==> src/rtl/bperr_pkg.sv <==
package bperr_pkg;
  localparam int CLS_W = 3;
  localparam int STS_N = 2;
  localparam int STS_PED = 0;
  localparam int STS_DPD = 1;

  typedef enum logic [CLS_W-1:0] {
    CLS_DSW = 3'd0,
    CLS_USW = 3'd1,
    CLS_DSR = 3'd2,
    CLS_USR = 3'd3,
    CLS_CFW = 3'd4,
    CLS_CFR = 3'd5
  } xact_cls_e;

  typedef struct packed {
    logic vld;
    logic drop;
    logic trdy;
    logic stop;
    logic poison;
    logic ped;
    logic dpd;
    logic perr;
  } resp_t;
endpackage

==> src/rtl/bperr_decode.sv <==
module bperr_decode
  import bperr_pkg::*;
(
  input  logic             dp_valid,
  input  logic [CLS_W-1:0] dp_class,
  input  logic             dp_par_err,
  input  logic             dp_multi,
  input  logic             pri_en,
  output resp_t            resp
);
  xact_cls_e cls;

  always_comb begin
    cls  = xact_cls_e'(dp_class);
    resp = '0;
    if (dp_valid) begin
      resp.vld = 1'b1;
      if (dp_par_err) begin
        case (cls)
          CLS_DSW: begin
            resp.ped = 1'b1;
            if (pri_en) begin
              resp.drop = 1'b1;
              resp.trdy = 1'b1;
              resp.stop = dp_multi;
              resp.perr = 1'b1;
            end
          end
          CLS_USR: begin
            resp.ped    = 1'b1;
            resp.poison = 1'b1;
            if (pri_en) begin
              resp.dpd  = 1'b1;
              resp.perr = 1'b1;
            end
          end
          CLS_CFW: begin
            resp.ped = 1'b1;
            if (pri_en) resp.perr = 1'b1;
          end
          default: ;
        endcase
      end
    end
  end
endmodule

==> src/rtl/bperr_relay.sv <==
module bperr_relay
  import bperr_pkg::*;
#(
  parameter int OBS_LAT = 2
) (
  input  logic             clk,
  input  logic             srst_n,
  input  logic             dp_valid,
  input  logic [CLS_W-1:0] dp_class,
  input  logic             pri_en,
  input  logic             sec_en,
  input  logic             obs_n,
  input  logic             sec_trdy_ret,
  output logic             dpd_set,
  output logic             sec_perr_n
);
  logic [OBS_LAT-1:0] win_q, win_d;
  logic               win_in, tap;
  logic               pend_q, pend_d, pend_en;

  assign win_in = dp_valid && (dp_class == CLS_USW);

  generate
    if (OBS_LAT == 1) begin : g_one
      always_comb win_d = win_in;
    end else begin : g_many
      always_comb win_d = {win_q[OBS_LAT-2:0], win_in};
    end
  endgenerate

  assign tap = win_q[OBS_LAT-1];

  always_comb begin
    dpd_set = tap && !obs_n && pri_en;
    pend_en = (dpd_set && sec_en) || (pend_q && sec_trdy_ret);
    pend_d  = dpd_set && sec_en;
  end

  always_ff @(posedge clk or negedge srst_n) begin
    if (!srst_n) begin
      win_q <= '0;
    end else begin
      win_q <= win_d;
    end
  end

  always_ff @(posedge clk or negedge srst_n) begin
    if (!srst_n) begin
      pend_q <= 1'b0;
    end else if (pend_en) begin
      pend_q <= pend_d;
    end
  end

  assign sec_perr_n = !(pend_q && sec_trdy_ret);
endmodule

==> src/rtl/bperr_status.sv <==
module bperr_status #(
  parameter int W = 2
) (
  input  logic         clk,
  input  logic         srst_n,
  input  logic [W-1:0] set_ev,
  input  logic [W-1:0] clr_ev,
  output logic [W-1:0] flags
);
  logic [W-1:0] flags_q, flags_d, flags_en;

  generate
    for (genvar i = 0; i < W; i++) begin : g_bit
      always_comb begin
        flags_en[i] = set_ev[i] || clr_ev[i];
        flags_d[i]  = set_ev[i];
      end

      always_ff @(posedge clk or negedge srst_n) begin
        if (!srst_n) begin
          flags_q[i] <= 1'b0;
        end else if (flags_en[i]) begin
          flags_q[i] <= flags_d[i];
        end
      end
    end
  endgenerate

  assign flags = flags_q;
endmodule

==> src/rtl/bridge_perr_ctrl.sv <==
module bridge_perr_ctrl
  import bperr_pkg::*;
#(
  parameter int OBS_LAT    = 2,
  parameter int RST_STAGES = 2
) (
  input  logic             clk,
  input  logic             rst_n,
  input  logic             dp_valid,
  input  logic [CLS_W-1:0] dp_class,
  input  logic             dp_par_err,
  input  logic             dp_multi,
  input  logic             per_pri_en,
  input  logic             per_sec_en,
  input  logic             pri_perr_obs_n,
  input  logic             sec_trdy_ret,
  input  logic             clr_ped,
  input  logic             clr_dpd,
  output logic             sts_ped,
  output logic             sts_dpd,
  output logic             pri_perr_n,
  output logic             sec_perr_n,
  output logic             dec_vld,
  output logic             dec_drop,
  output logic             tgt_trdy_req,
  output logic             tgt_stop_req,
  output logic             rd_poison
);
  logic [RST_STAGES-1:0] rs_q;
  logic                  srst_n;
  resp_t                 resp_d, resp_q;
  logic                  perr_n_q, perr_n_d;
  logic                  relay_dpd;
  logic [STS_N-1:0]      sts_set, sts_clr, sts_q;

  // reset: asserted asynchronously, released on a clock edge
  generate
    if (RST_STAGES == 1) begin : g_rs1
      always_ff @(posedge clk or negedge rst_n) begin
        if (!rst_n) rs_q <= '0;
        else        rs_q <= 1'b1;
      end
    end else begin : g_rsn
      always_ff @(posedge clk or negedge rst_n) begin
        if (!rst_n) rs_q <= '0;
        else        rs_q <= {rs_q[RST_STAGES-2:0], 1'b1};
      end
    end
  endgenerate
  assign srst_n = rs_q[RST_STAGES-1];

  bperr_decode u_decode (
    .dp_valid   (dp_valid),
    .dp_class   (dp_class),
    .dp_par_err (dp_par_err),
    .dp_multi   (dp_multi),
    .pri_en     (per_pri_en),
    .resp       (resp_d)
  );

  always_ff @(posedge clk or negedge srst_n) begin
    if (!srst_n) resp_q <= '0;
    else         resp_q <= resp_d;
  end

  always_comb perr_n_d = !resp_q.perr;

  always_ff @(posedge clk or negedge srst_n) begin
    if (!srst_n) perr_n_q <= 1'b1;
    else         perr_n_q <= perr_n_d;
  end

  bperr_relay #(.OBS_LAT(OBS_LAT)) u_relay (
    .clk          (clk),
    .srst_n       (srst_n),
    .dp_valid     (dp_valid),
    .dp_class     (dp_class),
    .pri_en       (per_pri_en),
    .sec_en       (per_sec_en),
    .obs_n        (pri_perr_obs_n),
    .sec_trdy_ret (sec_trdy_ret),
    .dpd_set      (relay_dpd),
    .sec_perr_n   (sec_perr_n)
  );

  always_comb begin
    sts_set          = '0;
    sts_clr          = '0;
    sts_set[STS_PED] = resp_q.ped;
    sts_set[STS_DPD] = resp_q.dpd || relay_dpd;
    sts_clr[STS_PED] = clr_ped;
    sts_clr[STS_DPD] = clr_dpd;
  end

  bperr_status #(.W(STS_N)) u_status (
    .clk    (clk),
    .srst_n (srst_n),
    .set_ev (sts_set),
    .clr_ev (sts_clr),
    .flags  (sts_q)
  );

  assign sts_ped      = sts_q[STS_PED];
  assign sts_dpd      = sts_q[STS_DPD];
  assign pri_perr_n   = perr_n_q;
  assign dec_vld      = resp_q.vld;
  assign dec_drop     = resp_q.drop;
  assign tgt_trdy_req = resp_q.trdy;
  assign tgt_stop_req = resp_q.stop;
  assign rd_poison    = resp_q.poison;
endmodule


==> config.mk <==
export PLATFORM = sky130hd
export DESIGN_NAME = bridge_perr_ctrl
export DESIGN_NICKNAME = d
export VERILOG_FILES = /design/src/rtl/bperr_pkg.sv /design/src/rtl/bperr_decode.sv /design/src/rtl/bperr_relay.sv /design/src/rtl/bperr_status.sv /design/src/rtl/bridge_perr_ctrl.sv
export SDC_FILE = /design/constraint.sdc
export NUM_CORES = 1
export LEC_CHECK = 0
export BUFFER_PORTS_ARGS = -buffer_cell sky130_fd_sc_hd__buf_4
export CAP_MARGIN = 30
export CORE_AREA = 4 4 41 43
export DETAILED_ROUTE_END_ITERATION = 16
export DIE_AREA = 0 0 45 47
export PLACE_DENSITY = 0.8
export SYNTH_ARGS = -nofsm -noshare
export SYNTH_HDL_FRONTEND = slang
export SYNTH_HIERARCHICAL = 1
export SYNTH_SLANG_ARGS = --single-unit
==> constraint.sdc <==
create_clock -name clk -period 0.9 [get_ports clk]
set_input_delay 0.18 -clock clk [delete_from_list [all_inputs] [get_ports clk]]
set_output_delay 0.18 -clock clk [all_outputs]
set_load 0.02 [all_outputs]
==> flow_summary.yaml <==
floorplan:
  core_sq_um: 1300
  io_pins: 23
  initial_utilization: 0.438
  die_area_sq_um: 2120
  die_w_um: 45
  fp.dieH_um: 47
  rows: 13
critical_path:
  worstSetupPathType: "flip-flop to output port"
  cpLargestDelayFamily: "flip-flops"
  ff2ff_path_depth: 3
  crit_cells: 1
  worst_ep_required_time_ns: 0.72
  r2r-start: "u_relay/win_q[1]"
  crit_path_start_kind: "flip-flop"
  cp_max_fo: 1
  worstPathArrival_ns: 0.91
  cp_slowest_cell: "dfstp_2"
  critPathCaptureType: "output port"
  rrSetupSlack_ns: -0.08
  worst-path-buf-inv: 1
  cp_slowest_stage_delay_ns: 0.53
  worstSetupStartpoint: "pri_perr_n"
  path_cells: "buf_6"
timing:
  hold_viol: 0
  finalWorstSetupSlack_ns: -0.193
  skew_ns: 0.00875
  final.period_utilization: 1.21
  setup_tns_ns: -1.01
  setup-violations-final: 11
  final_max_slew_viol_count: 0
  fmax_ghz: 0.915
  whs_ns: 0.0518
  period_minus_slack_ns: 1.09
  grt_setup_unrepaired: "yes"
routing:
  vias: 397
  post-route-drc-count: 0
  wl_met2_um: 585
  routed_wl_mm: 1.09
  routedWlPerCell_um: 12.3
  dr_wl_met3_um: 85
  m1WireLength_um: 370
  drt_iter0_markers: 0
  vias_per_cell: 4.46
  topRoutingLayerUsed: "met4"
  drtAntennaViolNets: 0
  dr.pass1.iters: 1
synth:
  syn_avg_cell_area_sq_um: 13.3
  synth_area_leaders: "dfrtp_1 66%, dfstp_2 4.6%, inv_1 3.9%"
  ys_ff_latch: 16
  synth_nets: 57
  synth_top_area_cell: "dfrtp_1"
  synth_area_sq_um: 571
  syn_inst: 43
  ys_seq_area_frac: 0.704
  yosysWarnings: 6
  yosysTopAreaCellShare: 0.658
  synth_cell_type_count: 18
global_route:
  grt_pass1_wl_mm: 1.73
  grt_usage: 0.128
  first_global_vias: 416
  antenna_found_initial: 0
  grt_max_degree: 10
  grt_overflow: 0
final_layout:
  layout_common_cells: "18 x buf_4, 15 x dfrtp_1, 9 x buf_6"
  multi_input_area_sq_um: 131
  final_common_cell: "buf_4"
  insertedDiodeCount: 0
  final_core_util: 0.659
  final_nets: 89
  fillCellCount: 109
  seq_area_sq_um: 402
  synthToLayoutAreaGrowth_pct: 50.2
  drive_gt1_frac: 0.459
pwr:
  power.leakage_nw: 0.463
  power_density_nw_per_um2: 1500
  peakVddDrop_mv: 1.05
placed_design:
  gp_congestion: 0.697
  dp_hpwl_um: 830
  portBuffers: 22
hold_path:
  hp-start: "dp_class[2]"
  hold_depth: 2
  hp-class: "input port to flip-flop"
cts:
  htree_levels: 1
  clockBufferDepth: 2
  tritoncts: "done"
  clk_latency_ns: 0.28
  clock-sinks: 16
  numCtsBuffers: 3
  cts.clk_slew.worst_paths_ns: 0.09
  cts_root_buffer: "clkbuf_4"
job:
  cap_violations: 0
run_status:
  violations: "negative setup slack"
  status: "finished, violations left"
-- worst reg2reg max path: stages (launching register included) --
cell and delay, ns:
dfrtp_1 0.37, and3b_1 0.16, or2_1 0.20, a21o_1 0.15
-- Yosys cell counts --
master and count:
conb_1 1, or2_4 1, nor3_1 2, nor2_1 1, a22o_1 1, nor4_2 1
nand3b_1 2, a21o_1 2, a21oi_1 1, dfstp_2 1, nand2_1 3, inv_1 6
dfrtp_1 15, buf_4 2, a211oi_2 1, and3b_1 1, nor4bb_1 1, or2_1 1
-- what timing repair did --
action	CTS	global route
hold buffers	1	1
setup buffers	0	2
hold endpoints to repair	2	1
gates resized for setup	9	0
setup endpoints to repair	11	11
pin swaps	2	0
-- registers in the layout, indices dropped and copies added (netlist names) --
name / count
resp_q: 3
rs_q: 2
u_relay/win_q: 2
u_status/flags: 2
dec_drop: 1
dec_vld: 1
pri_perr_n: 1
rd_poison: 1
tgt_stop_req: 1
tgt_trdy_req: 1
u_relay/pend_q: 1
-- worst paths after layout --
path | end
setup / recovery | pri_perr_n
hold / removal | u_relay/win_q[0]
setup reg to reg | u_status/flags[1]
hold reg to reg | u_status/flags[1]
max in group asynchronous | resp_q[0]
min in group asynchronous | u_status/flags[1]
-- metrics by stage --
step                      cell area, sq um  instances  power, W  setup WS, ns
after floorplan                        571         43  0.000818       -0.0550
after CTS                              832         86   0.00130        -0.207
after detailed placement               762         81  0.000899       -0.0886
after global routing                   857         89   0.00135        -0.222
after global placement                 762         81  0.000893       -0.0614
final                                  857         89   0.00129        -0.193
-- routing by layer --
layer | vias to the layer above | GRT usage
met4 | 0 | 0.123
met3 | 6 | 0.0498
met2 | 17 | 0.215
met1 | 176 | 0.117
met5 | - | 0
li1 | 198 | -
-- where the power goes --
| part | switching, W | total (W) | internal (W) |
|---|---|---|---|
| sequential | 0.0000127 | 0.000752 | 0.000740 |
| combinational | 0.0000631 | 0.000152 | 0.0000894 |
| clock | 0.000211 | 0.000383 | 0.000172 |
-- cell type report --
type,count,share of cell area
clock buffer,4,0.0307
sequential,16,0.469
inverter,6,0.0263
tap,15,0.0219
timing repair buffer,29,0.299
multi-input combinational,19,0.153
-- cell families after synthesis --
logic type | count (synthesis) | synth area share
buf+inv | 8 | 0.0658
flops | 16 | 0.704
compound gates | 5 | 0.0724
simple gates | 13 | 0.151
other cells | 1 | 0.00657
(Power assumes the default switching activity.)
